**src/rtl/bb_pkg.sv**
```systemverilog
package bb_pkg;
  localparam int BB_DW    = 32;
  localparam int BB_AW    = 32;
  localparam int WIN_BITS = 25;
  localparam int LANES    = BB_DW / 8;
  localparam int BIT_W    = $clog2(BB_DW);

  localparam logic [1:0] SZ_BYTE = 2'd0;
  localparam logic [1:0] SZ_HALF = 2'd1;

  typedef enum logic [2:0] {
    ST_IDLE, ST_RD_REQ, ST_RD_WAIT, ST_WR_REQ, ST_RESP
  } bb_state_e;

  // byte address of the backing datum, aligned to the access size
  function automatic logic [BB_AW-1:0] bb_backing_addr(
      input logic [BB_AW-1:0]    base,
      input logic [WIN_BITS-1:0] off,
      input logic [1:0]          size);
    logic [BB_AW-1:0] a;
    a = base | BB_AW'(off >> 5);
    if (size == SZ_HALF)      a[0]   = 1'b0;
    else if (size != SZ_BYTE) a[1:0] = 2'b00;
    return a;
  endfunction

  // bit index on the little-endian data bus
  function automatic logic [BIT_W-1:0] bb_bus_bit(
      input logic [1:0]          lo,
      input logic [WIN_BITS-1:0] off,
      input logic [1:0]          size);
    logic [BIT_W-1:0] p;
    if (size == SZ_BYTE)      p = {2'b00, off[4:2]};
    else if (size == SZ_HALF) p = {1'b0, off[5:2]};
    else                      p = off[6:2];
    return {lo, 3'b000} + p;
  endfunction

  function automatic logic [LANES-1:0] bb_strb(
      input logic [1:0] size, input logic [1:0] lo);
    if (size == SZ_BYTE)      return 4'b0001 << lo;
    else if (size == SZ_HALF) return 4'b0011 << lo;
    else                      return 4'b1111;
  endfunction

  function automatic logic [BB_DW-1:0] bb_lane_mask(input logic [LANES-1:0] strb);
    logic [BB_DW-1:0] m;
    for (int k = 0; k < LANES; k++) m[8*k +: 8] = {8{strb[k]}};
    return m;
  endfunction

  function automatic logic [BB_DW-1:0] bb_put_bit(
      input logic [BB_DW-1:0] d, input logic [BIT_W-1:0] b, input logic v);
    logic [BB_DW-1:0] r;
    r    = d;
    r[b] = v;
    return r;
  endfunction
endpackage

```
**src/rtl/bb_decode.sv**
```systemverilog
module bb_decode
  import bb_pkg::*;
#(
  parameter logic [BB_AW-1:0] BASE = 32'h2000_0000
) (
  input  logic [WIN_BITS-1:0] off,
  input  logic [1:0]          size,
  output logic [BB_AW-1:0]    baddr,
  output logic [BIT_W-1:0]    bus_bit,
  output logic [LANES-1:0]    strb
);
  always_comb begin
    baddr   = bb_backing_addr(BASE, off, size);
    bus_bit = bb_bus_bit(baddr[1:0], off, size);
    strb    = bb_strb(size, baddr[1:0]);
  end
endmodule

```
**src/rtl/bb_seq.sv**
```systemverilog
module bb_seq
  import bb_pkg::*;
(
  input  logic             clk,
  input  logic             rst_n,
  input  logic             accept,
  input  logic             req_write,
  input  logic             req_bit,
  input  logic [1:0]       req_size,
  input  logic [BB_AW-1:0] req_addr,
  input  logic [BIT_W-1:0] req_bus_bit,
  input  logic [LANES-1:0] req_strb,
  output logic             idle,
  output logic             rsp_valid,
  output logic [BB_DW-1:0] rsp_data,
  output logic             m_valid,
  input  logic             m_ready,
  output logic             m_write,
  output logic [1:0]       m_size,
  output logic [BB_AW-1:0] m_addr,
  output logic [LANES-1:0] m_strb,
  output logic [BB_DW-1:0] m_wdata,
  input  logic             m_rvalid,
  input  logic [BB_DW-1:0] m_rdata
);
  bb_state_e        state;
  logic             write_q, wbit_q, rbit_q;
  logic [1:0]       size_q;
  logic [BB_AW-1:0] addr_q;
  logic [BIT_W-1:0] bit_q;
  logic [LANES-1:0] strb_q;
  logic [BB_DW-1:0] datum_q;

  always_ff @(posedge clk or negedge rst_n) begin
    if (!rst_n) begin
      state   <= ST_IDLE;
      write_q <= 1'b0;
      wbit_q  <= 1'b0;
      rbit_q  <= 1'b0;
      size_q  <= '0;
      addr_q  <= '0;
      bit_q   <= '0;
      strb_q  <= '0;
      datum_q <= '0;
    end else begin
      case (state)
        ST_IDLE: if (accept) begin
          write_q <= req_write;
          wbit_q  <= req_bit;
          size_q  <= req_size;
          addr_q  <= req_addr;
          bit_q   <= req_bus_bit;
          strb_q  <= req_strb;
          state   <= ST_RD_REQ;
        end
        ST_RD_REQ:  if (m_ready) state <= ST_RD_WAIT;
        ST_RD_WAIT: if (m_rvalid) begin
          datum_q <= m_rdata;
          rbit_q  <= m_rdata[bit_q];
          state   <= write_q ? ST_WR_REQ : ST_RESP;
        end
        ST_WR_REQ:  if (m_ready) state <= ST_RESP;
        default:    state <= ST_IDLE;
      endcase
    end
  end

  always_comb begin
    idle      = (state == ST_IDLE);
    rsp_valid = (state == ST_RESP);
    rsp_data  = {{(BB_DW-1){1'b0}}, rbit_q & ~write_q};
    m_valid   = (state == ST_RD_REQ) || (state == ST_WR_REQ);
    m_write   = (state == ST_WR_REQ);
    m_size    = size_q;
    m_addr    = addr_q;
    m_strb    = strb_q;
    m_wdata   = bb_put_bit(datum_q, bit_q, wbit_q) & bb_lane_mask(strb_q);
  end
endmodule

```
**src/rtl/bitband_bridge.sv**
```systemverilog
module bitband_bridge
  import bb_pkg::*;
#(
  parameter logic [31:0] BACKING_BASE = 32'h2000_0000
) (
  input  logic        clk,
  input  logic        rst_n,
  input  logic        s_valid,
  output logic        s_ready,
  input  logic        s_write,
  input  logic [1:0]  s_size,
  input  logic [31:0] s_addr,
  input  logic [31:0] s_wdata,
  output logic        s_rsp_valid,
  output logic [31:0] s_rdata,
  output logic        m_valid,
  input  logic        m_ready,
  output logic        m_write,
  output logic [1:0]  m_size,
  output logic [31:0] m_addr,
  output logic [3:0]  m_strb,
  output logic [31:0] m_wdata,
  input  logic        m_rvalid,
  input  logic [31:0] m_rdata
);
  logic [BB_AW-1:0] dec_addr;
  logic [BIT_W-1:0] dec_bit;
  logic [LANES-1:0] dec_strb;
  logic             accept;
  logic             unused_hi;

  assign unused_hi = ^{s_addr[BB_AW-1:WIN_BITS], s_wdata[BB_DW-1:1]};
  assign accept    = s_valid && s_ready;

  bb_decode #(.BASE(BACKING_BASE)) u_decode (
    .off     (s_addr[WIN_BITS-1:0]),
    .size    (s_size),
    .baddr   (dec_addr),
    .bus_bit (dec_bit),
    .strb    (dec_strb)
  );

  bb_seq u_seq (
    .clk         (clk),
    .rst_n       (rst_n),
    .accept      (accept),
    .req_write   (s_write),
    .req_bit     (s_wdata[0]),
    .req_size    (s_size),
    .req_addr    (dec_addr),
    .req_bus_bit (dec_bit),
    .req_strb    (dec_strb),
    .idle        (s_ready),
    .rsp_valid   (s_rsp_valid),
    .rsp_data    (s_rdata),
    .m_valid     (m_valid),
    .m_ready     (m_ready),
    .m_write     (m_write),
    .m_size      (m_size),
    .m_addr      (m_addr),
    .m_strb      (m_strb),
    .m_wdata     (m_wdata),
    .m_rvalid    (m_rvalid),
    .m_rdata     (m_rdata)
  );
endmodule

```
**config.mk**
```make
export PLATFORM = sky130hd
export DESIGN_NAME = bitband_bridge
export DESIGN_NICKNAME = d
export VERILOG_FILES = /design/src/rtl/bb_pkg.sv /design/src/rtl/bb_decode.sv /design/src/rtl/bb_seq.sv /design/src/rtl/bitband_bridge.sv
export SDC_FILE = /design/constraint.sdc
export NUM_CORES = 1
export LEC_CHECK = 0
export ABC_AREA = 1
export CAP_MARGIN = 20
export CORE_ASPECT_RATIO = 1.75
export CORE_MARGIN = 3
export CORE_UTILIZATION = 44
export CTS_BUF_LIST = sky130_fd_sc_hd__clkbuf_16
export DETAILED_ROUTE_END_ITERATION = 7
export GPL_ROUTABILITY_DRIVEN = 0
export PLACE_DENSITY = 0.88
export SLEW_MARGIN = 25
export SYNTH_ARGS = -nofsm -noshare
export SYNTH_HDL_FRONTEND = slang
export SYNTH_SLANG_ARGS = --single-unit
export TNS_END_PERCENT = 50
```
**constraint.sdc**
```tcl
create_clock -name clk -period 2.9 [get_ports clk]
set_input_delay 0.58 -clock clk [delete_from_list [all_inputs] [get_ports clk]]
set_output_delay 0.58 -clock clk [all_outputs]
set_load 0.03 [all_outputs]
```
Yosys cells after proc, flatten, opt, wreduce, memory -nomap -nowiden --
Cells that the tools add are included.
Cells by class: equal/unequal tests 9, multiplexer cells 18, order comparisons 2, shift-type cells 2, reductions and logical operators 9, bitwise gates (word level) 3, $add $sub $neg 1
Operators by type and width (number):
- AND 32 bit | 1
- bitwise mux 32 bit | 1
- 2-to-1 mux 3 bit | 5
- one-hot mux 3 bit (4 select lines) | 1
- 2-to-1 mux 5 bit | 2
- 2-to-1 mux 4 bit | 2
- == test 3 x 2 -> 1 bit (second input constant) | 2
- less-than comparator 5 x 6 -> 1 bit (second input constant) | 1
- != test 2 bit (second input constant) | 3
- adder 5 bit | 1
- binary-select mux 1 bit (select 5 bit) | 1
- demux 1 bit (select 5 bit) | 1
- >= comparator 5 x 1 -> 1 bit (second input constant) | 1
- 2-to-1 mux 1 bit | 4
- AND reduction 2 bit | 2
- AND reduction 4 bit | 1
- left shift 1 x 2 -> 4 bit (first input constant) | 1
- left shift 2 x 2 -> 4 bit (first input constant) | 1
- == test 3 x 1 -> 1 bit (second input constant) | 1
- == test 3 bit (second input constant) | 1
- zero test 3 bit | 1
- == test 2 x 1 -> 1 bit (second input constant) | 1
- logical AND 1 bit | 2
- zero test 2 bit | 1
- 6 further kinds | 6
Word-level totals: flip-flop bits (word level) 70, output and inout port bits 106, bits of input ports 104

Depth between registers and ports, before layout --
word-level depth 6, gate-level depth with buffers 13, gate-level depth less buffers 11

Hierarchy --
A second synthesis with hierarchy kept.
Second synthesis, totals: cells, all modules 537, area total of the unflattened synthesis 4853.4 µm²
By module, submodules not included:
- bb_seq | area an instance 4504.3 µm², sequential area each 2026.9 µm², cells an instance 482, times used 1
- bb_decode | area an instance 341.6 µm², sequential area each 0.0 µm², cells an instance 53, times used 1
- bitband_bridge | area an instance 7.5 µm², sequential area each 0.0 µm², cells an instance 2, times used 1

Worst setup path before layout --
Ideal clock, no wire load.
kind reg-to-output, from reg u_seq.bit_q[0], to out m_wdata[2], cell stages (with the launch flop) 7, path buffers 3, slack 713 ps, data arrival time 1607 ps, path through dfrtp_1 > buf_4 > buf_4 > nor2_1 > buf_2 > nand3_1 > a21oi_1
Between the ends: cells in the longest elaborated chain, start to end 6
RTL lines:
- from (decl) | line bb_seq.sv:30 | logic [BIT_W-1:0] bit_q;
- from (signal assigned) | line bb_seq.sv:52 | bit_q <= req_bus_bit;
- less-than comparator 5 x 6 -> 1 bit (implied by the code) / >= comparator 5 x 1 -> 1 bit (equally long branches) | line bb_pkg.sv:56 | r[b] = v;
- logical AND 1 bit (implied by the code) | line bb_pkg.sv:56
- 2-to-1 mux 1 bit (implied by the code) | line bb_pkg.sv:56
- demux 1 bit (select 5 bit) *
- bitwise mux 32 bit * | line bb_pkg.sv:56
- AND 32 bit * | line bb_seq.sv:77 | m_wdata = bb_put_bit(datum_q, bit_q, wbit_q) & bb_lane_mask(strb_q);
- to (decl) | line bitband_bridge.sv:22 | output logic [31:0] m_wdata,
Every way passes the cells marked *; elsewhere a longest branch is shown, timed or not.

Worst setup path in the final report --
from reg u_seq.bit_q[1], to out m_wdata[15]
Same word-level chain as after synthesis.

==> impl_metrics.json <==
{
  "outcome": "finished clean",
  "setup_viol_count_final": 0,
  "grt_start_max_net_pins": 40,
  "vdd_ir_drop_max_v": 0.000662,
  "postLayoutSetupSlackWorst_ps": 17.4,
  "drcViolationCount": 0,
  "sequential_cell_area_mm2": 0.00175,
  "synth_seq_cells": 70,
  "die-width_um": 78.9,
  "yosysTopAreaCellShare_pct": 42.8,
  "clock_sink_count": 70,
  "timing.hold.ws_ps": 153,
  "power.leakage_nw": 2.79,
  "synthDistinctLibCells": 27,
  "critical_path_peak_fanout": 7,
  "tns_ps": 0,
  "stdcell_count": 785,
  "multi_input_comb_area_mm2": 0.00195,
  "timing.rr.start": "u_seq.state[1]",
  "antenna_cells_inserted": 0,
  "kind_of_end_point_of_the_critical_path": "output pin",
  "synth_top_cells_by_count": "sky130_fd_sc_hd__nand2_1 (182), sky130_fd_sc_hd__dfrtp_1 (70), sky130_fd_sc_hd__buf_4 (45)",
  "grt_remaining_overflow": 0,
  "initial_utilization_pct": 45.0,
  "nFillCells": 737,
  "global_routing_usage_summed_across_all_routing_layers_pct": 23.1,
  "die_area_mm2": 0.0105,
  "critical_path_at_ps": 2300,
  "die_h_um": 134,
  "first_iter_violations": 291,
  "tritoncts.num_buffers": 9,
  "floorplan.rows": 46,
  "final_hold_viol_count": 0,
  "worstSetupPathType": "reg2out",
  "clockBufferDepth": 2,
  "route.vias.total": 4047,
  "synthMostInstantiatedCell": "sky130_fd_sc_hd__nand2_1",
  "final.min_clock_period_ps": 2880,
  "clk_pin_slew_ps": 60,
  "maxSlewViolCount": 0,
  "vias_per_cell": 5.16,
  "synthesized_area_per_cell_um2": 7.76,
  "fin_skew_ps": 3.69,
  "synth.yosys.seq_area_share_pct": 42.8,
  "fmax_mhz": 347,
  "fin_nets": 765,
  "asyncSetResetFlopFracSynth_pct": 100,
  "clk_latency_ps": 330,
  "number_of_global_route_vias_before_repair": 4082,
  "synth_enable_flop_cells": 0,
  "crit_path_max_incr_delay_ps": 690,
  "detailed_route_wire_length_um": 12100,
  "htree_levels": 3,
  "placeableCoreArea_mm2": 0.00909,
  "dp_wirelength_um": 9120,
  "total_power_mw": 6.93,
  "avgRoutedWirePerCell_um": 15.4,
  "slew_headroom_pct": 57.2,
  "cpMaxStageDelayCell": "sky130_fd_sc_hd__clkdlybuf4s50_1",
  "netlist_top_cells_area": "sky130_fd_sc_hd__dfrtp_1 (43%), sky130_fd_sc_hd__nand2_1 (17%), sky130_fd_sc_hd__buf_4 (8.2%)",
  "regToRegSetupSlack_ps": 1260,
  "grt_pass1_wl_um": 19000,
  "min_period_over_period_pct": 99.4,
  "timing.critical_path.cells": "buf_4 -> nand2_1 -> inv_1 -> nand3_1 -> a21oi_1 -> clkdlybuf4s50_1",
  "timing.critical_path.max_delay_family": "buffers and inverters",
  "yosysTopAreaCell": "sky130_fd_sc_hd__dfrtp_1",
  "fraction_of_layout_instances_using_a_drive_strength_above_1_pct": 14.9,
  "synth-warning-count": 0,
  "cts.root.buffer_cell": "sky130_fd_sc_hd__clkbuf_16",
  "postSynthCellCount": 528,
  "num_io_pins": 210,
  "worstMarginPinSlew_ps": 637,
  "r2r-end": "u_seq.datum_q[26]",
  "cts_tree": "done",
  "grt_antenna_before_repair": 0,
  "preCtsSetupSlack_ps": 323,
  "holdCritPathClass": "in2async",
  "hold_buffers": 0,
  "post_synth_instance_area_mm2": 0.00410,
  "power.density_cell_area_mw_per_mm2": 1210,
  "synthFlopType": "sky130_fd_sc_hd__dfrtp_1",
  "timing.max_cap.violations": 0,
  "numPlacedInstances": 769,
  "grt_setup_unrepaired": "true",
  "critPathLaunchType": "flip-flop",
  "r2r.worst_path.cells": 5,
  "numPortBuffers": 127,
  "areaGrowthSynthToFinish_pct": 40.0,
  "detailedRoute.firstPassIterationCount": 5,
  "antenna_left": 0,
  "worstPathRequired_ps": 2320,
  "critical_path.n_buffers_inverters": 3
}
-- worst max path at each step --
stage,slack [ps],cells past startpoint,to,from
floorplan,710,6,m_wdata[2],u_seq.bit_q[0]
global route,-70,6,m_wdata[15],u_seq.bit_q[1]
finish,20,6,m_wdata[15],u_seq.bit_q[1]
detailed placement,320,6,m_wdata[18],u_seq.bit_q[1]
global placement,360,5,m_wdata[16],u_seq.bit_q[4]
CTS,-30,6,m_wdata[19],u_seq.bit_q[4]
-- through the flow --
step	util, %	area [µm²]
after floorplan	-	4250
after global placement	59.4	5400
after detailed placement	59.4	5400
after CTS	62.8	5710
after global routing	63.1	5740
final	63.1	5740
-- layer usage --
metal	up-vias	track usage, %	part of all wire (%)
met1	1852	22.5	33
met3	61	7.17	9.0
met4	0	14.6	6.1
met2	251	41.3	52
met5	-	0	0
li1	1883	-	-
-- logic make-up after synthesis --
group                    after synthesis  synth area share [%]
multiplexers                          27                  7.42
other                                  1                0.0915
AND/OR/NAND/NOR                      245                  25.3
flip-flops                            70                  42.8
AO/OA/AOI/OAI                         82                  10.3
adder cells (fa/ha/maj)                1                 0.305
buffers and inverters                102                  13.9
-- placed cells by master, fill, tap and decap left out, types with 2 or more instances in the layout --
master                            count
sky130_fd_sc_hd__clkbuf_16            9
sky130_fd_sc_hd__nor2_1              13
sky130_fd_sc_hd__nand2_1            182
sky130_fd_sc_hd__a21oi_1             33
sky130_fd_sc_hd__nand3_1             36
sky130_fd_sc_hd__dfrtp_2              2
sky130_fd_sc_hd__o22ai_1              3
sky130_fd_sc_hd__bufinv_16            2
sky130_fd_sc_hd__conb_1              42
sky130_fd_sc_hd__dfrtp_1             68
sky130_fd_sc_hd__o21ai_0             41
sky130_fd_sc_hd__inv_1               29
sky130_fd_sc_hd__nand2_2              2
sky130_fd_sc_hd__clkdlybuf4s50_1     97
sky130_fd_sc_hd__nor3_4               5
sky130_fd_sc_hd__o21ai_1              2
sky130_fd_sc_hd__inv_2                5
sky130_fd_sc_hd__mux2_2              27
sky130_fd_sc_hd__dlymetal6s2s_1       5
sky130_fd_sc_hd__clkinv_1             7
sky130_fd_sc_hd__buf_12               7
sky130_fd_sc_hd__nor2_2               2
sky130_fd_sc_hd__buf_4               34
sky130_fd_sc_hd__nor3_1               3
-- layout make-up --
type / count / area share, %
Multi-Input combinational cell: 397 / 33.9
Sequential cell: 70 / 30.6
Timing Repair Buffer: 145 / 25.1
Clock buffer: 9 / 3.93
Tap cell: 120 / 2.62
Inverter: 37 / 2.42
Clock inverter: 7 / 1.40
-- where the power goes --
group,leakage (nW),internal (mW),switching (mW),total (mW)
clock network,0.153,0.738,0.387,1.13
logic,1.79,1.52,2.46,3.98
registers,0.850,1.46,0.367,1.82
total,2.79,3.71,3.22,6.93
-- flip-flops by register name, indices dropped and copies added (netlist names) --
signal / count
u_seq.rbit_q: 1
u_seq.m_addr: 21
u_seq.wbit_q: 1
u_seq.m_strb: 4
u_seq.datum_q: 32
u_seq.bit_q: 5
u_seq.write_q: 1
u_seq.m_size: 2
u_seq.state: 3
-- timing repair --
action	4_1_cts	5_1_grt
cloned	0	0
resized for setup	2	9
endpoints found under the setup margin	4	8
setup buffers	0	0
Note: power is estimated with default switching activity, not from simulation.
